`src/rtl/ipg_pkg.sv`:
```
package ipg_pkg;
    // Action taken by the down counter on a clock edge
    typedef enum logic [1:0] {
        ACT_HOLD,
        ACT_LOAD,
        ACT_STEP,
        ACT_FIRE
    } ipg_act_e;
endpackage

```
`src/rtl/ipg_tick_gen.sv`:
```
module ipg_tick_gen #(
    parameter int ACC_W = 32
) (
    input  logic             clk,
    input  logic             rst_n,
    input  logic             run,
    input  logic [ACC_W-1:0] addend,
    output logic             tick
);
    typedef struct packed {
        logic [ACC_W-1:0] acc;
        logic             tick;
    } tick_state_t;

    tick_state_t s_d, s_q;
    logic [ACC_W:0] sum_w;

    always_comb begin
        sum_w = {1'b0, s_q.acc} + {1'b0, addend};
        s_d   = s_q;
        if (!run) begin
            s_d = '0;
        end else begin
            s_d.acc  = sum_w[ACC_W-1:0];
            s_d.tick = sum_w[ACC_W];
        end
    end

    always_ff @(posedge clk or negedge rst_n) begin
        if (!rst_n) s_q <= '0;
        else        s_q <= s_d;
    end

    assign tick = s_q.tick;
endmodule

```
`src/rtl/ipg_down_counter.sv`:
```
module ipg_down_counter
    import ipg_pkg::*;
#(
    parameter int CNT_W = 32
) (
    input  logic             clk,
    input  logic             rst_n,
    input  logic             run,
    input  logic             tick,
    input  logic [CNT_W-1:0] interval,
    input  logic [CNT_W-1:0] step,
    output logic             pulse,
    output logic [CNT_W-1:0] count
);
    typedef struct packed {
        logic [CNT_W-1:0] cnt;
        logic             pulse;
    } cnt_state_t;

    cnt_state_t s_d, s_q;
    ipg_act_e   act_w;

    always_comb begin
        if (!run || s_q.pulse)  act_w = ACT_LOAD;
        else if (!tick)         act_w = ACT_HOLD;
        else if (s_q.cnt <= step) act_w = ACT_FIRE;
        else                    act_w = ACT_STEP;
    end

    always_comb begin
        s_d       = s_q;
        s_d.pulse = 1'b0;
        unique case (act_w)
            ACT_LOAD: s_d.cnt = interval;
            ACT_STEP: s_d.cnt = s_q.cnt - step;
            ACT_FIRE: begin
                s_d.cnt   = '0;
                s_d.pulse = 1'b1;
            end
            default:  s_d.cnt = s_q.cnt;
        endcase
    end

    always_ff @(posedge clk or negedge rst_n) begin
        if (!rst_n) s_q <= '0;
        else        s_q <= s_d;
    end

    assign pulse = s_q.pulse;
    assign count = s_q.cnt;
endmodule

```
`src/rtl/interval_pulse_gen.sv`:
```
module interval_pulse_gen #(
    parameter int ACC_W = 32,
    parameter int CNT_W = 32
) (
    input  logic             clk,
    input  logic             rst_n,
    input  logic             enable,
    input  logic [CNT_W-1:0] interval,
    input  logic [CNT_W-1:0] tick_period,
    input  logic [ACC_W-1:0] addend,
    output logic             pulse_out
);
    logic             tick_w;
    logic [CNT_W-1:0] cnt_w;

    ipg_tick_gen #(.ACC_W(ACC_W)) u_tick (
        .clk    (clk),
        .rst_n  (rst_n),
        .run    (enable),
        .addend (addend),
        .tick   (tick_w)
    );

    ipg_down_counter #(.CNT_W(CNT_W)) u_cnt (
        .clk      (clk),
        .rst_n    (rst_n),
        .run      (enable),
        .tick     (tick_w),
        .interval (interval),
        .step     (tick_period),
        .pulse    (pulse_out),
        .count    (cnt_w)
    );
endmodule

```
`config.mk`:
```
export PLATFORM = sky130hd
export DESIGN_NAME = interval_pulse_gen
export DESIGN_NICKNAME = d
export VERILOG_FILES = /design/src/rtl/ipg_pkg.sv /design/src/rtl/ipg_tick_gen.sv /design/src/rtl/ipg_down_counter.sv /design/src/rtl/interval_pulse_gen.sv
export SDC_FILE = /design/constraint.sdc
export NUM_CORES = 1
export LEC_CHECK = 0
export BUFFER_PORTS_ARGS = -buffer_cell sky130_fd_sc_hd__buf_2
export CORE_UTILIZATION = 35
export DETAILED_ROUTE_END_ITERATION = 12
export SYNTH_ARGS = -nofsm -noshare
export SYNTH_HDL_FRONTEND = slang
export SYNTH_SLANG_ARGS = --single-unit
```
`constraint.sdc`:
```
create_clock -name clk -period 2.65 [get_ports clk]
set_input_delay 0.53 -clock clk [delete_from_list [all_inputs] [get_ports clk]]
set_output_delay 0.53 -clock clk [all_outputs]
set_load 0.005 [all_outputs]
```
=== Word-level counts from Yosys, hierarchy flattened ===
Cells that the tools add are included.

* Order comparisons: 1
* Multiplexer cells: 6
* Reduce and logical (&&, ||, !) cells: 3
* Equality and inequality tests: 3
* $add $sub $neg: 2

{| class="wikitable"
|+ Operator list
! cell !! number
|-
| one-hot mux 32 bit (3 select lines) || 1
|-
| adder 32 x 32 -> 33 bit || 1
|-
| two-way mux 33 bit || 1
|-
| less-or-equal comparator 32 bit || 1
|-
| subtractor 32 bit || 1
|-
| equality test 2 bit, second input constant || 2
|-
| two-way mux 2 bit || 2
|-
| nonzero test 3 bit || 1
|-
| equality test 2 x 1 -> 1 bit, second input constant || 1
|-
| two-way mux 1 bit || 2
|-
| logical NOT 1 bit || 1
|-
| logical OR 1 bit || 1
|}

* Output and inout port bits: 1
* Word-level logic and storage cells: 19
* Register bits after elaboration: 66

=== Depth between registers and ports, before layout ===
* Depth after elaboration: 6
* Depth in mapped cells: 14
* Depth with buffers taken out: 13

=== Cells and area by module ===
Synthesis repeated with hierarchy kept, for this count alone.

* Cells, all modules: 753
* Area total of the unflattened synthesis: 6120.9 sq um

{| class="wikitable"
|+ By module, submodules not included
! module !! cells each !! instances !! area an instance (sq um)
|-
| ipg_down_counter || 426 || 1 || 3318.2
|-
| ipg_tick_gen || 327 || 1 || 2802.7
|}

=== Worst setup path after synthesis ===
No wires, ideal clock.

* Path kind: input -> register
* From: input tick_period[0]
* To: register u_cnt.s_q (netlist bit u_cnt.count[24])
* Arrival: 2.834 ns
* Setup slack: -0.310 ns
* Stages on the path: 13
* Path buffers: 1
* Path through: ha_1 inv_1 fa_1 a21oi_1 o22ai_1 nor4b_2 o21bai_1 a211oi_2 or3b_2 a21oi_2 buf_6 a221oi_1 nor2_1

* Cells in the longest elaborated chain, start to end: 6
* Elaborated cells on any way between the ends: 10

{| class="wikitable"
|+ RTL lines
! item !! line !! text
|-
| from (decl) || interval_pulse_gen.sv:9 || <nowiki>input logic [CNT_W-1:0] tick_period,</nowiki>
|-
| less-or-equal comparator 32 bit || ipg_down_counter.sv:26 || <nowiki>else if (s_q.cnt <= step) act_w = ACT_FIRE;</nowiki>
|-
| two-way mux 1 bit || ipg_down_counter.sv:26 ||
|-
| two-way mux 2 bit || ipg_down_counter.sv:25 || <nowiki>else if (!tick) act_w = ACT_HOLD;</nowiki>
|-
| two-way mux 2 bit || ipg_down_counter.sv:24 || <nowiki>if (!run || s_q.pulse) act_w = ACT_LOAD;</nowiki>
|-
| equality test 2 bit or equality test 2 x 1 -> 1 bit (tied branches) || ipg_down_counter.sv:33 || <nowiki>unique case (act_w)</nowiki>
|-
| one-hot mux 32 bit (3 select lines) or nonzero test 3 bit (tied branches) || -- ||
|-
| to (signal assigned) || ipg_down_counter.sv:45 || <nowiki>if (!rst_n) s_q <= '0;</nowiki>
|-
| to (signal assigned) || ipg_down_counter.sv:46 || <nowiki>else s_q <= s_d;</nowiki>
|-
| to (decl) || ipg_down_counter.sv:20 || <nowiki>cnt_state_t s_d, s_q;</nowiki>
|}

Several ways; a longest one is shown, not always the timed one.
A chain may end at the register's enable or synchronous reset.

=== Worst setup path after layout ===
* From: register u_cnt.s_q (netlist bit u_cnt.count[0])
* To: register u_cnt.s_q (netlist bit u_cnt.count[12])

* Cells in the longest elaborated chain, start to end: 6
* Elaborated cells on any way between the ends: 10

{| class="wikitable"
|+ RTL lines
! item !! line
|-
| less-or-equal comparator 32 bit || ipg_down_counter.sv:26
|-
| two-way mux 1 bit || ipg_down_counter.sv:26
|-
| two-way mux 2 bit || ipg_down_counter.sv:25
|-
| two-way mux 2 bit || ipg_down_counter.sv:24
|-
| equality test 2 bit or equality test 2 x 1 -> 1 bit (tied branches) || ipg_down_counter.sv:33
|-
| one-hot mux 32 bit (3 select lines) or nonzero test 3 bit (tied branches) || --
|}

Several ways; a longest one is shown, not always the timed one.

==> run_results.csv <==
group,metric,value,unit
grt,grt_first_pass_wirelength,27800,µm
power_and_ir_drop,seq_power_share,18.8,%
synth,yosysTopAreaCell,"dfrtp_1",
sta,grt_setup_unrepaired,"true",
synth,synth_compound_area_share,25.4,%
status,run_status,"finished with violations",
power_and_ir_drop,clock_network_fraction_of_total_power,15.8,%
cells_and_area,area_growth,51.1,%
hold_path,min-delay-path-class,"in -> async",
cells_and_area,share_of_layout_cells_above_drive_strength_1,39.8,%
sta,setup_ws,-260,ps
synth,ys_seq_area_share,28.6,%
sta,post_route_skew,6.55,ps
sta,finalWorstPathRequiredPeriod,2910,ps
power_and_ir_drop,powerDensity,917,mW/mm²
grt,antenna_violations_before_repair,1,
cts,path_clk_slew,60,ps
worst_setup_path,worst-endpoint-required,2880,ps
place,detailedPlace.worstSlack,-573,ps
synth,synth_top_family_by_area,"compound AO/OA/AOI/OAI gates",
grt,track_usage,20.7,%
worst_setup_path,worst_r2r_path_depth,15,
sta,slew-limit-headroom,38.2,%
synth,syn-cell-area,0.00578,mm²
place,dp.final_hpwl,12700,µm
synth,postSynth.topFlopCell,"dfrtp_1",
synth,synth.yosys.warnings,0,
die,pin_count,100,
route,detail_route.iter0.violations,202,
cells_and_area,nets,1120,
synth,ys_seq_elements,66,
sta,number_of_hold_slack_violations_in_the_final_timing_report,0,
route,drtAntennaViolNets,0,
die,num_rows,46,
route,detail_route.drc_violations,0,
sta,setup_viol,36,
sta,finalSetupTns,-7420,ps
synth,simple_gate_fraction_of_synth_area,18.5,%
die,initial_core_utilization,36.1,%
sta,max_freq,344,MHz
synth,proportion_of_netlist_area_held_by_the_largest_area_contributor,28.6,%
die,die_height,131,µm
route,drt-wirelength-per-cell,14.3,µm
power_and_ir_drop,share_comb_of_total_power,65.4,%
synth,synth_enable_flop_cells,0,
cts,tritoncts.num_buffers,9,
place,placement.io_buffers,99,
synth,netlist_top_cells_area,"dfrtp_1 29%, ha_1 14%, xnor2_1 5.3%",
synth,adder_cell_share_of_the_synthesized_area,14.5,%
synth,netlist_instances,688,
power_and_ir_drop,switching_share,39.3,%
route,route.vias.total,5871,
cts,cts_max_level,3,
worst_setup_path,crit_path_end_kind,"flip-flop",
power_and_ir_drop,worst_ir_drop_vdd,0.524,mV
route,drt-pass1-iter-count,4,
status,violations,"negative setup slack",
grt,grt_pass1_vias,6113,
die,die_area,0.0170,mm²
cts,insertion_delay,340,ps
sta,hold_slack,313,ps
job,cap_violations,0,
cts,tritoncts,"yes",
synth,post_synth_mux_area_share,0.173,%
grt,maximum_number_of_pins_on_one_net_before_global_route_repair,67,
die,chipWidth,131,µm
synth,ys_async_sr_fraction,100,%
grt,gr-total-overflow,0,
sta,drv_slew,0,
sta,final.period_utilization,110,%
synth,post-synth-top-count-cell,"nor2_1",
route,drt-total-wl,16900,µm
synth,synth_top_cells_by_count,"81 x nor2_1, 66 x dfrtp_1, 64 x ha_1",
cells_and_area,antenna_cells,0,
synth,post_synthesis_share_of_cell_area_spent_on_xor_and_xnor_gates,7.73,%
synth,yosys.cell_types.count,56,
power_and_ir_drop,total_leakage_power,4.33,nW
sta,transition_at_the_pin_with_the_smallest_max_transition_slack,917,ps
die,core_region_area,0.0160,mm²
worst_setup_path,critical_path_peak_fanout,8,
route,viasPerCell,4.99,
worst_setup_path,setup.worst_path.start_class,"flip-flop",
power_and_ir_drop,net_switching_power_figure,3.15,mW
synth,synth.net_count,853,
cts,ctsRootBufferMaster,"clkbuf_16",
power_and_ir_drop,cell_internal_pwr,4.86,mW
worst_setup_path,start_to_end_type_of_the_worst_setup_path,"reg -> reg",
place,gpl.final_weighted_congestion,0.832,
cts,cts_sinks,66,
worst_setup_path,worst-endpoint-arrival,3140,ps
synth,postSynthAreaPerCell,8.40,µm²
cts,max-clock-path-buffers,2,
logic make-up after synthesis:
| family | after synthesis |
|---|---|
| DFF | 66 |
| and+or+nand+nor | 215 |
| buffers and inverters | 73 |
| adders and majority gates | 66 |
| AOI/OAI and AO/OA | 216 |
| muxes | 1 |
| xor gates and xnor gates | 51 |
state kept, by name, summed over array words and instances (netlist names):
| signal | cells |
|---|---|
| u_cnt.count | 32 |
| u_cnt.pulse | 1 |
| u_tick.tick | 1 |
| u_tick.s_q | 32 |
power by group through the flow:
stage / Clock, mW / Sequential, mW / Combinational, mW
floorplan: 0 / 1.48 / 3.01
global placement: 0 / 1.50 / 4.72
detailed placement: 0 / 1.51 / 4.76
CTS: 1.30 / 1.51 / 5.07
global route: 1.33 / 1.54 / 5.77
finish: 1.27 / 1.50 / 5.24
metal layers:
metal / vias to the layer above / share of wire (%) / global-route usage [%]
met3: 26 / 3.2 / 3.22
met2: 106 / 50 / 37.9
met5: - / 0.065 / 0
li1: 3023 / - / -
met1: 2714 / 44 / 24.1
met4: 2 / 2.5 / 8.05
worst max-delay path, stage by stage (launching register included):
cell and delay, ps:
dfrtp_1 390, inv_2 70, ha_4 120, inv_2 30
fa_2 360, a21oi_4 170, o22ai_2 120, nor4b_2 300
o21bai_1 130, a211oi_2 220, buf_4 150, or3b_4 130
a21oi_4 110, clkbuf_16 210, a221oi_2 210, nor2_1 70
cell usage in the layout, fill, tap and decap left out, types with 5 or more instances in the layout:
cell         n
buf_4      173
buf_2       98
nor2_1      81
dfrtp_1     66
ha_1        56
inv_1       49
a21oi_1     47
a21o_1      35
xnor2_1     34
nand2_1     32
and2_1      28
a221oi_2    27
o21ai_0     18
xor2_1      16
o21bai_1    12
nor3_1      10
clkbuf_16   10
and3_1       9
nor2b_1      9
o21a_1       9
nand3_1      9
nand4_1      8
ha_4         7
a31oi_1      5
o21ai_1      5
o31ai_1      5
a21oi_2      5
worst paths after layout:
| check | start | end | slack, ps |
|---|---|---|---|
| setup / recovery | u_cnt.count[0] | u_cnt.count[12] | -260 |
| hold / removal | rst_n | u_cnt.count[15] | 310 |
| setup reg to reg | u_cnt.count[0] | u_cnt.count[12] | -260 |
| hold reg to reg | u_cnt.count[6] | u_cnt.count[6] | 540 |
| max in group asynchronous | rst_n | u_tick.s_q[28] | 1730 |
| min in group clk | interval[25] | u_cnt.count[25] | 390 |
repair_timing:
item                       CTS  global route
setup endpoints to repair   43            43
hold buffers                 0             0
cloned                       0             1
gates resized for setup     48            19
pin swaps                   24            13
buffers inserted            10             6
area by class of cell:
type | count | area (µm²)
flip-flops and latches | 66 | 1650
multi-input cells | 549 | 4410
clock inverters | 2 | 35.0
well taps | 216 | 270
clock buffers | 14 | 264
fillers | 1518 | 7270
repair buffers | 278 | 1910
inverters | 51 | 191
stage by stage:
step	utilization (%)	cell area (µm²)	std cells	power, mW
floorplan	-	6040	688	4.49
global placement	49.8	7980	1145	6.22
detailed placement	49.8	7980	1145	6.27
CTS	53.5	8560	1169	7.87
global route	54.6	8730	1176	8.65
finish	54.6	8730	1176	8.01
(Power assumes the default switching activity.)
